## config.mk

```make
export PLATFORM = sky130hd
export DESIGN_NAME = mem_ecc_errlog
export DESIGN_NICKNAME = d
export VERILOG_FILES = /design/src/rtl/errlog_pkg.sv /design/src/rtl/errlog_fsm.sv /design/src/rtl/errlog_alert.sv /design/src/rtl/errlog_rdmux.sv /design/src/rtl/mem_ecc_errlog.sv
export SDC_FILE = /design/constraint.sdc
export NUM_CORES = 1
export LEC_CHECK = 0
export BUFFER_PORTS_ARGS = -buffer_cell sky130_fd_sc_hd__clkbuf_2
export CORE_MARGIN = 10
export CORE_UTILIZATION = 37
export CTS_CLUSTER_SIZE = 8
export DETAILED_ROUTE_END_ITERATION = 16
export PLACE_DENSITY = 0.8
export RECOVER_POWER = 25
export SYNTH_ARGS = -nofsm -noshare
export SYNTH_HDL_FRONTEND = slang
export SYNTH_HIERARCHICAL = 1
export SYNTH_SLANG_ARGS = --single-unit
export TNS_END_PERCENT = 100
```

## constraint.sdc

```tcl
create_clock -name clk_i -period 1.5 [get_ports clk_i]
set_input_delay 0.3 -clock clk_i [delete_from_list [all_inputs] [get_ports clk_i]]
set_output_delay 0.3 -clock clk_i [all_outputs]
set_load 0.01 [all_outputs]
```

## src/rtl/errlog_pkg.sv

```systemverilog
package errlog_pkg;

    typedef enum logic [1:0] {
        LOG_EMPTY = 2'b00,
        LOG_CE    = 2'b01,
        LOG_UE    = 2'b10,
        LOG_BOTH  = 2'b11
    } log_state_t;

    typedef enum logic [2:0] {
        RIDX_STATUS = 3'd0,
        RIDX_CMD    = 3'd1,
        RIDX_ADDR   = 3'd2,
        RIDX_SYND   = 3'd3,
        RIDX_CHAN   = 3'd4
    } reg_idx_t;

    localparam int STS_CE_BIT = 0;
    localparam int STS_UE_BIT = 7;
    localparam int CMD_CE_BIT = 7;
    localparam int CMD_UE_BIT = 8;

endpackage

```

## src/rtl/errlog_fsm.sv

```systemverilog
module errlog_fsm
    import errlog_pkg::*;
#(
    parameter int BLK_W = 20,
    parameter int SYN_W = 8
) (
    input  logic             clk_i,
    input  logic             rst_ni,
    input  logic             ce_pulse_i,
    input  logic             ue_pulse_i,
    input  logic [BLK_W-1:0] ev_blk_i,
    input  logic [SYN_W-1:0] ev_synd_i,
    input  logic             ev_chan_i,
    input  logic             clr_ce_i,
    input  logic             clr_ue_i,
    output logic             ce_flag_o,
    output logic             ue_flag_o,
    output logic [BLK_W-1:0] log_blk_o,
    output logic [SYN_W-1:0] log_synd_o,
    output logic             log_chan_o
);

    log_state_t state_q, state_d;
    logic held_ce, held_ue;
    logic keep_ce, keep_ue;
    logic capture;

    // decode of the current state into flags
    always_comb begin
        held_ce = 1'b0;
        held_ue = 1'b0;
        unique case (state_q)
            LOG_EMPTY: begin held_ce = 1'b0; held_ue = 1'b0; end
            LOG_CE:    begin held_ce = 1'b1; held_ue = 1'b0; end
            LOG_UE:    begin held_ce = 1'b0; held_ue = 1'b1; end
            LOG_BOTH:  begin held_ce = 1'b1; held_ue = 1'b1; end
        endcase
    end

    // clear first, then the event
    always_comb begin
        keep_ce = held_ce & ~clr_ce_i;
        keep_ue = held_ue & ~clr_ue_i;
        if (ue_pulse_i) begin
            capture = ~keep_ue;
        end else begin
            capture = ce_pulse_i & ~keep_ce & ~keep_ue;
        end
        unique case ({keep_ue | ue_pulse_i, keep_ce | ce_pulse_i})
            2'b00: state_d = LOG_EMPTY;
            2'b01: state_d = LOG_CE;
            2'b10: state_d = LOG_UE;
            2'b11: state_d = LOG_BOTH;
        endcase
    end

    always_ff @(posedge clk_i or negedge rst_ni) begin
        if (!rst_ni) begin
            state_q <= LOG_EMPTY;
        end else begin
            state_q <= state_d;
        end
    end

    always_ff @(posedge clk_i or negedge rst_ni) begin
        if (!rst_ni) begin
            log_blk_o  <= '0;
            log_synd_o <= '0;
            log_chan_o <= 1'b0;
        end else if (capture) begin
            log_blk_o  <= ev_blk_i;
            log_synd_o <= ev_synd_i;
            log_chan_o <= ev_chan_i;
        end
    end

    always_comb begin
        ce_flag_o = held_ce;
        ue_flag_o = held_ue;
    end

    AST_UE_STICKY: assert property (@(posedge clk_i) disable iff (!rst_ni)
        (ue_flag_o && !clr_ue_i) |=> ue_flag_o);
    AST_CE_STICKY: assert property (@(posedge clk_i) disable iff (!rst_ni)
        (ce_flag_o && !clr_ce_i) |=> ce_flag_o);
    AST_CE_CLEARS: assert property (@(posedge clk_i) disable iff (!rst_ni)
        (clr_ce_i && !ce_pulse_i) |=> !ce_flag_o);
    AST_UE_CLEARS: assert property (@(posedge clk_i) disable iff (!rst_ni)
        (clr_ue_i && !ue_pulse_i) |=> !ue_flag_o);
    AST_UE_OVERWRITES: assert property (@(posedge clk_i) disable iff (!rst_ni)
        (ue_pulse_i && !ue_flag_o) |=>
        (log_blk_o == $past(ev_blk_i) && log_synd_o == $past(ev_synd_i)
         && log_chan_o == $past(ev_chan_i)));
    AST_UE_HOLDS: assert property (@(posedge clk_i) disable iff (!rst_ni)
        (ue_flag_o && !clr_ue_i) |=>
        ($stable(log_blk_o) && $stable(log_synd_o) && $stable(log_chan_o)));
    AST_CE_HOLDS: assert property (@(posedge clk_i) disable iff (!rst_ni)
        (ce_flag_o && !clr_ce_i && !ue_pulse_i) |=>
        ($stable(log_blk_o) && $stable(log_synd_o) && $stable(log_chan_o)));
    AST_CE_EVENT_WINS: assert property (@(posedge clk_i) disable iff (!rst_ni)
        ce_pulse_i |=> ce_flag_o);
    AST_UE_EVENT_WINS: assert property (@(posedge clk_i) disable iff (!rst_ni)
        ue_pulse_i |=> ue_flag_o);

endmodule

```

## src/rtl/errlog_alert.sv

```systemverilog
module errlog_alert
    import errlog_pkg::*;
#(
    parameter int DATA_W = 32
) (
    input  logic              clk_i,
    input  logic              rst_ni,
    input  logic              cmd_wr_i,
    input  logic [DATA_W-1:0] cmd_wdata_i,
    input  logic              any_wr_i,
    input  logic              any_ev_i,
    input  logic              ce_flag_i,
    input  logic              ue_flag_i,
    output logic              en_ce_o,
    output logic              en_ue_o,
    output logic              serr_o
);

    logic unused_cmd_bits;

    always_comb begin
        unused_cmd_bits = ^{cmd_wdata_i[DATA_W-1:CMD_UE_BIT+1],
                            cmd_wdata_i[CMD_CE_BIT-1:0]};
    end

    always_ff @(posedge clk_i or negedge rst_ni) begin
        if (!rst_ni) begin
            en_ce_o <= 1'b0;
            en_ue_o <= 1'b0;
        end else if (cmd_wr_i) begin
            en_ce_o <= cmd_wdata_i[CMD_CE_BIT];
            en_ue_o <= cmd_wdata_i[CMD_UE_BIT];
        end
    end

    always_comb begin
        serr_o = (ce_flag_i & en_ce_o) | (ue_flag_i & en_ue_o);
    end

    AST_SERR_RISE_CAUSE: assert property (@(posedge clk_i) disable iff (!rst_ni)
        $rose(serr_o) |-> $past(any_ev_i || cmd_wr_i));
    AST_SERR_FALL_CAUSE: assert property (@(posedge clk_i) disable iff (!rst_ni)
        $fell(serr_o) |-> $past(any_wr_i));

endmodule

```

## src/rtl/errlog_rdmux.sv

```systemverilog
module errlog_rdmux
    import errlog_pkg::*;
#(
    parameter int DATA_W    = 32,
    parameter int ADDR_W    = 32,
    parameter int BLK_SHIFT = 12,
    parameter int SYN_W     = 8,
    localparam int BLK_W    = ADDR_W - BLK_SHIFT
) (
    input  logic              clk_i,
    input  logic              rst_ni,
    input  logic [2:0]        rd_idx_i,
    input  logic              ce_flag_i,
    input  logic              ue_flag_i,
    input  logic              en_ce_i,
    input  logic              en_ue_i,
    input  logic [BLK_W-1:0]  log_blk_i,
    input  logic [SYN_W-1:0]  log_synd_i,
    input  logic              log_chan_i,
    output logic [DATA_W-1:0] rdata_o
);

    always_comb begin
        rdata_o = '0;
        case (rd_idx_i)
            RIDX_STATUS: begin
                rdata_o[STS_CE_BIT] = ce_flag_i;
                rdata_o[STS_UE_BIT] = ue_flag_i;
            end
            RIDX_CMD: begin
                rdata_o[CMD_CE_BIT] = en_ce_i;
                rdata_o[CMD_UE_BIT] = en_ue_i;
            end
            RIDX_ADDR: rdata_o[ADDR_W-1:BLK_SHIFT] = log_blk_i;
            RIDX_SYND: rdata_o[SYN_W-1:0] = log_synd_i;
            RIDX_CHAN: rdata_o[0] = log_chan_i;
            default:   rdata_o = '0;
        endcase
    end

    AST_STATUS_RSVD_ZERO: assert property (@(posedge clk_i) disable iff (!rst_ni)
        (rd_idx_i == RIDX_STATUS) |->
        (rdata_o[DATA_W-1:8] == '0 && rdata_o[6:1] == '0));
    AST_ADDR_LOW_ZERO: assert property (@(posedge clk_i) disable iff (!rst_ni)
        (rd_idx_i == RIDX_ADDR) |-> (rdata_o[BLK_SHIFT-1:0] == '0));
    AST_CHAN_RSVD_ZERO: assert property (@(posedge clk_i) disable iff (!rst_ni)
        (rd_idx_i == RIDX_CHAN) |-> (rdata_o[DATA_W-1:1] == '0));

endmodule

```

## src/rtl/mem_ecc_errlog.sv

```systemverilog
module mem_ecc_errlog
    import errlog_pkg::*;
#(
    parameter int DATA_W    = 32,
    parameter int ADDR_W    = 32,
    parameter int BLK_SHIFT = 12,
    parameter int SYN_W     = 8,
    localparam int BLK_W    = ADDR_W - BLK_SHIFT
) (
    input  logic              clk_i,
    input  logic              rst_ni,
    input  logic              ce_pulse_i,
    input  logic              ue_pulse_i,
    input  logic [ADDR_W-1:0] ev_addr_i,
    input  logic [SYN_W-1:0]  ev_synd_i,
    input  logic              ev_chan_i,
    input  logic [2:0]        reg_addr_i,
    input  logic              reg_wr_i,
    input  logic [DATA_W-1:0] reg_wdata_i,
    output logic [DATA_W-1:0] reg_rdata_o,
    output logic              serr_o
);

    logic sts_wr, cmd_wr;
    logic clr_ce, clr_ue;
    logic ce_flag, ue_flag;
    logic en_ce, en_ue;
    logic [BLK_W-1:0] log_blk;
    logic [SYN_W-1:0] log_synd;
    logic log_chan;
    logic unused_top_bits;

    always_comb begin
        sts_wr = reg_wr_i && (reg_addr_i == RIDX_STATUS);
        cmd_wr = reg_wr_i && (reg_addr_i == RIDX_CMD);
        clr_ce = sts_wr && reg_wdata_i[STS_CE_BIT];
        clr_ue = sts_wr && reg_wdata_i[STS_UE_BIT];
        unused_top_bits = ^ev_addr_i[BLK_SHIFT-1:0];
    end

    errlog_fsm #(
        .BLK_W (BLK_W),
        .SYN_W (SYN_W)
    ) fsm_i (
        .clk_i      (clk_i),
        .rst_ni     (rst_ni),
        .ce_pulse_i (ce_pulse_i),
        .ue_pulse_i (ue_pulse_i),
        .ev_blk_i   (ev_addr_i[ADDR_W-1:BLK_SHIFT]),
        .ev_synd_i  (ev_synd_i),
        .ev_chan_i  (ev_chan_i),
        .clr_ce_i   (clr_ce),
        .clr_ue_i   (clr_ue),
        .ce_flag_o  (ce_flag),
        .ue_flag_o  (ue_flag),
        .log_blk_o  (log_blk),
        .log_synd_o (log_synd),
        .log_chan_o (log_chan)
    );

    errlog_alert #(
        .DATA_W (DATA_W)
    ) alert_i (
        .clk_i       (clk_i),
        .rst_ni      (rst_ni),
        .cmd_wr_i    (cmd_wr),
        .cmd_wdata_i (reg_wdata_i),
        .any_wr_i    (reg_wr_i),
        .any_ev_i    (ce_pulse_i | ue_pulse_i),
        .ce_flag_i   (ce_flag),
        .ue_flag_i   (ue_flag),
        .en_ce_o     (en_ce),
        .en_ue_o     (en_ue),
        .serr_o      (serr_o)
    );

    errlog_rdmux #(
        .DATA_W    (DATA_W),
        .ADDR_W    (ADDR_W),
        .BLK_SHIFT (BLK_SHIFT),
        .SYN_W     (SYN_W)
    ) rdmux_i (
        .clk_i      (clk_i),
        .rst_ni     (rst_ni),
        .rd_idx_i   (reg_addr_i),
        .ce_flag_i  (ce_flag),
        .ue_flag_i  (ue_flag),
        .en_ce_i    (en_ce),
        .en_ue_i    (en_ue),
        .log_blk_i  (log_blk),
        .log_synd_i (log_synd),
        .log_chan_i (log_chan),
        .rdata_o    (reg_rdata_o)
    );

    AST_RESET_QUIET: assert property (@(posedge clk_i) disable iff (!rst_ni)
        $rose(rst_ni) |-> !serr_o);

endmodule

```

### After elaboration in Yosys (flattened, before gate mapping)

Cells that the tools add are included.

| word-level totals | value |
|---|---|
| flip-flop bits (word level) | 33 |
| bits of input ports | 81 |
| output and inout bits | 33 |
| word-level logic and storage cells | 49 |

| operators by class | value |
|---|---|
| equality and inequality tests | 10 |
| mux-type cells | 9 |
| bitwise logic cells | 13 |
| reductions and logical operators | 11 |

Operators with widths:

| operator | number |
|---|---|
| 20-bit two-way mux | 1 |
| 2-bit equality test (second input constant) | 4 |
| 2-bit one-hot mux with 4 select lines | 1 |
| 2-bit OR reduction | 4 |
| 1-bit AND | 6 |
| 3-bit by 2-bit equality test with 1-bit output (second input constant) | 2 |
| 6-bit two-way mux | 1 |
| 1-bit one-hot mux with 3 select lines | 2 |
| 2-bit by 1-bit equality test with 1-bit output (second input constant) | 2 |
| 1-bit logical AND | 4 |
| 2-bit zero test | 2 |
| 1-bit NOT | 4 |
| 1-bit one-hot mux with 2 select lines | 2 |
| 3-bit by 1-bit equality test with 1-bit output (second input constant) | 1 |
| 3-bit equality test (second input constant) | 1 |
| 3-bit zero test | 1 |
| 1-bit OR | 3 |
| 1-bit two-way mux | 2 |

### Longest topological paths before layout

Gate-level depths: netlist (run 1).

| depth | value |
|---|---|
| word-level depth | 9 |
| gate-level depth with buffers | 7 |
| gate-level depth less buffers | 5 |

### Hierarchy

The synthesis (run 1) kept the hierarchy.

Modules (own cells, without submodules):

| module | instances | cells an instance | area each (um2) | seq. area each (um2) |
|---|---|---|---|---|
| errlog_fsm | 1 | 72 | 1184.9 | 775.7 |
| errlog_rdmux | 1 | 42 | 302.8 | 0.0 |
| errlog_alert | 1 | 5 | 81.3 | 50.0 |
| mem_ecc_errlog | 1 | 5 | 46.3 | 0.0 |

### Worst setup path before layout (run 1)

No wires, ideal clock.

| timing | value |
|---|---|
| kind | input -> register |
| from | in reg_addr_i[1] |
| to | reg fsm_i.log_blk_o[16] |
| library setup time | 0.127 ns |
| arrival | 1.631 ns |
| data required time | 1.373 ns |
| slack | -0.258 ns |
| stages | 7 |
| buffers on the path | 2 |
| path through | nor4b_2 and2_1 nor3b_2 a211oi_2 buf_4 buf_6 mux2_1 |

| on the way | value |
|---|---|
| cells in the longest elaborated chain, start to end | 9 |
| elaborated cells between the ends (all ways) | 13 |
| those cells by class | mux: 1; bitwise: 8; reduce/logical: 4 |

Ends and longest elaborated chain:

| element | line | source |
|---|---|---|
| start: declaration | mem_ecc_errlog.sv:17 | `input logic [2:0] reg_addr_i,` |
| 3-bit zero test | mem_ecc_errlog.sv:34 | `sts_wr = reg_wr_i && (reg_addr_i == RIDX_STATUS);` |
| 1-bit logical AND | mem_ecc_errlog.sv:34 |  |
| 1-bit logical AND | mem_ecc_errlog.sv:36 | `clr_ce = sts_wr && reg_wdata_i[STS_CE_BIT];` |
| named net clr_ce | mem_ecc_errlog.sv:25 | `logic clr_ce, clr_ue;` |
| 1-bit NOT | errlog_fsm.sv:42 | `keep_ce = held_ce & ~clr_ce_i;` |
| 1-bit AND | errlog_fsm.sv:42 |  |
| 1-bit NOT | errlog_fsm.sv:47 | `capture = ce_pulse_i & ~keep_ce & ~keep_ue;` |
| 1-bit AND (2 in a row) | errlog_fsm.sv:47 |  |
| 1-bit two-way mux | errlog_fsm.sv:44 | `if (ue_pulse_i) begin` |
| end signal: assignment | errlog_fsm.sv:71 | `log_blk_o <= ev_blk_i;` |
| end: declaration | errlog_fsm.sv:18 | `output logic [BLK_W-1:0] log_blk_o,` |

The timed path passes the listed nets, and every way through them passes these cells.
A chain may end at the register's enable or synchronous reset.

### Worst setup path in the final report (run 1)

| timing | value |
|---|---|
| from | in reg_addr_i[2] |
| to | reg fsm_i.log_blk_o[14] |

| on the way | value |
|---|---|
| elaborated cells between the ends (all ways) | 13 |
| those cells by class | mux: 1; bitwise: 8; reduce/logical: 4 |

RTL lines:

| element | line | source |
|---|---|---|
| 3-bit zero test * | mem_ecc_errlog.sv:34 |  |
| 1-bit logical AND * | mem_ecc_errlog.sv:34 |  |
| 1-bit logical AND * | mem_ecc_errlog.sv:37 | `clr_ue = sts_wr && reg_wdata_i[STS_UE_BIT];` |
| named net clr_ue | mem_ecc_errlog.sv:25 |  |
| 1-bit NOT * | errlog_fsm.sv:43 | `keep_ue = held_ue & ~clr_ue_i;` |
| 1-bit AND * | errlog_fsm.sv:43 |  |
| 1-bit NOT * | errlog_fsm.sv:45, errlog_fsm.sv:47 |  |
| 1-bit AND | errlog_fsm.sv:47 |  |
| 1-bit two-way mux * | errlog_fsm.sv:44 |  |

Mark *: on every way through the listed nets, which the timed path passes. The rest lies on a longest branch.

==> results_dict.tcl, run 1 <==
set metrics [dict create \
    skew_ns 0.004956 \
    routed_wirelength_um 4821 \
    n_antenna_cell 0 \
    cts_buffers 5 \
    fp.dieH_um 85.95 \
    vias 1250 \
    final-hold-violation-count 0 \
    initial_core_util_pct 39.10 \
    reg2reg_depth 5 \
    globalRouteTotalUtil_pct 11.56 \
    grt_pass1_vias 1328 \
    cp_max_fo 7 \
    antenna_left 0 \
    core_um2 4115 \
    numPortBuffers 69 \
    start_kind "input pin" \
    synth_area_um2 1609 \
    clock-root-buffer "clkbuf_8" \
    holdWs_ns 0.2193 \
    num-nets-final 293 \
    ir_drop_mv 0.5802 \
    cts_tree "done" \
    clk_pin_slew_ns 0.07 \
    pre_cts_ws_ns -0.4337 \
    p_leak_nw 1.283 \
    endpoint "fsm_i/log_blk_o[14]" \
    syn_avg_cell_area_um2 13.08 \
    via_per_inst 4.753 \
    met3WireLength_um 440 \
    antenna_found_initial 0 \
    end_kind "register" \
    yosysWarnings 6 \
    cp.required_ns 1.66 \
    areaGrowthSynthToFinish_pct 62.36 \
    min_path_cells 2 \
    wire_per_inst_um 18.33 \
    setup.worst_path.class "input pin to register" \
    top_layer "met4" \
    die_x_um 85.95 \
    cp-startpoint "reg_addr_i[2]" \
    ios 114 \
    clk_latency_ns 0.28 \
    worst_pin_slew_ns 0.7800 \
    grt_max_degree 22 \
    outcome "finished with violations" \
    maxSlewViolCount 0 \
    drt_iter0_drc 55 \
    cts_max_path_buffers 2 \
    rsz0062_at_grt "yes" \
    worstReg2RegStart "fsm_i/state_q[1]" \
    violations "negative setup slack" \
    gp_congestion 0.8091 \
    wl_met2_um 2387 \
    crit_arrival_ns 1.81 \
    layout_common_cells "clkbuf_2 (43), dfrtp_1 (33), mux2_4 (29)" \
    fmax_mhz 606.2 \
    grt_pass1_wl_um 6906 \
    max_slew_margin_pct 48.00 \
    layout_worst_path_cycle_share_pct 110.0 \
    holdCritPathClass "input pin to register" \
    finalWorstSetupSlack_ns -0.1496 \
    layout_commonest_cell "clkbuf_2" \
    setup_violations 40 \
    dp_hpwl_um 3046 \
    cellPowerDensity_nw_per_um2 1034 \
    die_area_um2 7387 \
    grt_remaining_overflow 0 \
    syn_inst 123 \
    num_rows 23 \
    clock_sinks 33 \
    detail_route.first_pass.iterations 4 \
    htreeDepth 2 \
    drive_above_1_share_pct 73.71 \
    drcViolationCount 0 \
    rrSetupSlack_ns -0.07 \
    timing.final.crit_period_ns 1.650 \
    drt-met1-wl_um 1973 \
    drv_cap 0 \
    timing.rr.end "fsm_i/log_blk_o[14]" \
]
## how the worst min path moves through the flow
stage	from	end	slack, ns
after floorplan	rst_ni	alert_i/en_ce_o	0.004
after global placement	rst_ni	fsm_i/log_blk_o[9]	0.22
after detailed placement	rst_ni	fsm_i/log_blk_o[9]	0.22
after CTS	ce_pulse_i	fsm_i/state_q[0]	0.21
after global routing	ce_pulse_i	fsm_i/state_q[0]	0.21
final	ce_pulse_i	fsm_i/state_q[0]	0.22
## layout make-up
cell class / instances / area [um2]
multi-input combinational: 79 / 864.6
clock inverter: 2 / 10.01
tap: 50 / 62.56
sequential: 33 / 825.8
fill: 313 / 1503
inverter: 3 / 13.76
clock buffer: 6 / 72.57
timing repair buffer: 90 / 763.2
## repair_timing
action                                 CTS  global route
gates cloned                             1             3
setup buffers                            3             4
setup endpoints to repair               50            51
resized for setup                        5            89
endpoints found under the hold margin   12             0
hold buffers                             1             0
pin swaps                                2             5
## registers in the layout, indices dropped and copies added (netlist names)
| register | count |
|---|---|
| fsm_i/state_q | 2 |
| alert_i/en_ue_o | 1 |
| fsm_i/log_blk_o | 20 |
| alert_i/en_ce_o | 1 |
| fsm_i/log_synd_o | 8 |
| fsm_i/log_chan_o | 1 |
## metal layers
metal	vias up	track usage (%)
li1	594	-
met1	604	13.23
met2	50	18.39
met3	2	6.339
met4	0	2.695
met5	-	0
## critical path: stages
cell,delay [ns]
buf_8,0.10
nor4b_4,0.28
and2_4,0.19
inv_4,0.04
a211oi_4,0.27
buf_6,0.16
clkbuf_16,0.16
mux2_4,0.31
## stage by stage
step / cells / power, mW / setup TNS [ns] / cell area, um2 / util [%]
finish: 263 / 2.700 / -4.269 / 2613 / 63.48
global route: 263 / 2.887 / -6.199 / 2613 / 63.48
CTS: 257 / 2.527 / -3.772 / 2288 / 55.61
detailed placement: 244 / 1.872 / -13.20 / 2115 / 51.38
global placement: 244 / 1.841 / -12.23 / 2115 / 51.38
floorplan: 125 / 1.648 / -4.782 / 1667 / -
## power by group
| group | internal [mW] | leakage (nW) | switching (mW) |
|---|---|---|---|
| clock network | 0.321 | 0.0450 | 0.303 |
| logic | 0.541 | 0.854 | 0.244 |
| registers | 1.15 | 0.384 | 0.139 |
Note: power is estimated with default switching activity, not from simulation.
==> run 2, diff against run 1 <==
--- a/config.mk
+++ b/config.mk
@@ -6,11 +6,15 @@
 export NUM_CORES = 1
 export LEC_CHECK = 0
 export BUFFER_PORTS_ARGS = -buffer_cell sky130_fd_sc_hd__clkbuf_2
+export CELL_PAD_IN_SITES_DETAIL_PLACEMENT = 1
+export CELL_PAD_IN_SITES_GLOBAL_PLACEMENT = 2
 export CORE_MARGIN = 10
-export CORE_UTILIZATION = 37
+export CORE_UTILIZATION = 22
+export CTS_BUF_LIST = sky130_fd_sc_hd__clkbuf_4
 export CTS_CLUSTER_SIZE = 8
 export DETAILED_ROUTE_END_ITERATION = 16
-export PLACE_DENSITY = 0.8
+export HOLD_SLACK_MARGIN = 0.08
+export PLACE_DENSITY = 0.82
 export RECOVER_POWER = 25
 export SYNTH_ARGS = -nofsm -noshare
 export SYNTH_HDL_FRONTEND = slang
==> run 2 against run 1 <==
The flow still finishes with violations (negative setup slack). Utilization down 26 points. Final cell count up 20%. Non-clock buffer count up 4. Largest cell class unchanged. Maximum frequency up 2.0%. Combinational power down 2%. Via count up 2.6%.
==> results_dict.tcl, run 2 (synthesis results as in run 1) <==
set metrics [dict create \
    outcome "finished with violations" \
    violations "negative setup slack" \
    numPortBuffers 69 \
    wire_per_inst_um 16.40 \
    num_rows 31 \
    die_x_um 105.5 \
    final-hold-violation-count 0 \
    layout_commonest_cell "clkbuf_2" \
    holdCritPathClass "input pin to register" \
    power_frac_seq_pct 51.0 \
    end_kind "register" \
    layout_worst_path_cycle_share_pct 107.9 \
    setup_violations 36 \
    clock_power_share_pct 18.8 \
    p_leak_nw 1.295 \
    globalRouteTotalUtil_pct 9.053 \
    n_antenna_cell 0 \
    largest-register "fsm_i/log_blk_o" \
    grt_pass1_vias 1529 \
    fmax_mhz 618.1 \
    fp.dieH_um 105.5 \
    place_inst 295 \
    p_int_mw 1.855 \
    layout_common_cells "clkbuf_2 (42), dfrtp_1 (33), buf_6 (32)" \
    ir_drop_mv 0.4248 \
    antenna_left 0 \
    timing.final.crit_period_ns 1.618 \
    htreeDepth 2 \
    finalWorstSetupSlack_ns -0.1179 \
    p_switching_mw 0.6931 \
    ios 114 \
    die_area_um2 11130 \
    drt_iter0_drc 19 \
    cts_buffers 5 \
    gp_congestion 0.6657 \
    drv_cap 0 \
    reg_top3 "fsm_i/log_blk_o x20, fsm_i/log_synd_o x8, fsm_i/state_q x2" \
    areaGrowthSynthToFinish_pct 67.42 \
    grt_remaining_overflow 0 \
    skew_ns 0.01209 \
    crit_arrival_ns 1.83 \
    crit_path_max_incr_delay_ns 0.31 \
    drcViolationCount 0 \
    n_fill_cell 805 \
    num-nets-final 297 \
    dp_hpwl_um 3615 \
    cellPowerDensity_nw_per_um2 946.0 \
    clk_latency_ns 0.33 \
    combPwrFrac_pct 30.2 \
    setup.worst_path.class "input pin to register" \
    crit_chain "buf_8 -> nor4b_4 -> and2_4 -> inv_4 -> a211oi_4 -> buf_6 -> clkbuf_16 -> mux2_4" \
    layoutNonFillerInstCount 316 \
    cts_max_path_buffers 2 \
    cp.required_ns 1.72 \
    largest_reg_flops 20 \
    swShare_pct 27.20 \
    antenna_found_initial 0 \
    maxSlewViolCount 0 \
    grt_max_degree 34 \
    cp_num_buf_inv 4 \
    cts_tree "done" \
    clk_pin_slew_ns 0.11 \
    via_per_inst 4.057 \
    rsz0062_at_grt "yes" \
    detail_route.first_pass.iterations 4 \
    grt_pass1_wl_um 8231 \
    initial_core_util_pct 22.42 \
    cp_max_fo 6 \
    clock-root-buffer "clkbuf_4" \
    clock_sinks 33 \
    path_delay_family "simple AND/OR/NAND/NOR gates" \
    cpMaxStageDelayCell "nor4b_4" \
    drive_above_1_share_pct 76.96 \
    vias 1282 \
    final_core_util_pct 37.54 \
    core_um2 7176 \
    routed_wirelength_um 5182 \
    start_kind "input pin" \
]
run 2: cell count changes in the layout (fill, tap and decap cells not counted), sizes merged:
cell	previous run	this run
buf	40	49
clkbuf	55	49
clkinv	2	3
run 2: repair_timing:
| action | CTS | global route |
|---|---|---|
| hold buffers | 1 | 0 |
| setup buffers | 9 | 1 |
| cloned | 3 | 1 |
| pin swaps | 10 | 25 |
| resized for setup | 41 | 77 |
| endpoints found under the setup margin | 52 | 58 |
| hold endpoints to repair | 33 | 0 |
run 2: final timing paths:
kind	slack, ns	cells past startpoint	start	end
max in group asynchronous	0.65	3	rst_ni	fsm_i/log_blk_o[11]
min	0.17	2	ce_pulse_i	fsm_i/state_q[0]
min in group asynchronous	0.53	3	rst_ni	alert_i/en_ce_o
max reg2reg	-0.03	5	fsm_i/state_q[1]	fsm_i/log_blk_o[1]
max	-0.12	8	reg_addr_i[1]	fsm_i/log_blk_o[1]
min reg2reg	0.52	1	fsm_i/log_synd_o[3]	fsm_i/log_synd_o[3]
run 2: per-stage QoR:
step | total power [mW] | TNS, ns | cell area, um2 | worst slack, ns | hold WS, ns
after floorplan | 1.648 | -4.782 | 1667 | -0.2289 | 0.004409
after global placement | 1.850 | -14.77 | 2178 | -0.4189 | 0.3626
after detailed placement | 1.883 | -16.89 | 2178 | -0.4949 | 0.3676
after CTS | 2.494 | -2.877 | 2500 | -0.1112 | 0.1532
after global routing | 2.724 | -5.373 | 2694 | -0.1768 | 0.1643
final | 2.548 | -2.383 | 2694 | -0.1179 | 0.1662
run 2: metal layers:
metal  routed length (um)  GRT usage [%]
met5                    0              0
met4                   40          2.031
met3                  364          3.593
met2                 2618          15.16
met1                 2158          10.69
run 2: power by group through the flow:
| stage | logic (mW) | clock network, mW | registers [mW] |
|---|---|---|---|
| 3_3_place_gp | 0.570 | 0 | 1.28 |
| 6_report | 0.770 | 0.480 | 1.30 |
| 3_5_place_dp | 0.588 | 0 | 1.30 |
| 4_1_cts | 0.706 | 0.503 | 1.29 |
| 2_1_floorplan | 0.402 | 0 | 1.25 |
| 5_1_grt | 0.835 | 0.547 | 1.34 |
run 2: layout make-up:
| class | count | area, um2 | area share, % |
|---|---|---|---|
| well taps | 99 | 123.9 | 4.598 |
| inverters | 3 | 13.76 | 0.5109 |
| clock buffers | 5 | 37.54 | 1.393 |
| flip-flops and latches | 33 | 825.8 | 30.65 |
| clock inverters | 3 | 12.51 | 0.4645 |
| multi-input cells | 79 | 880.8 | 32.70 |
| repair buffers | 94 | 799.5 | 29.68 |
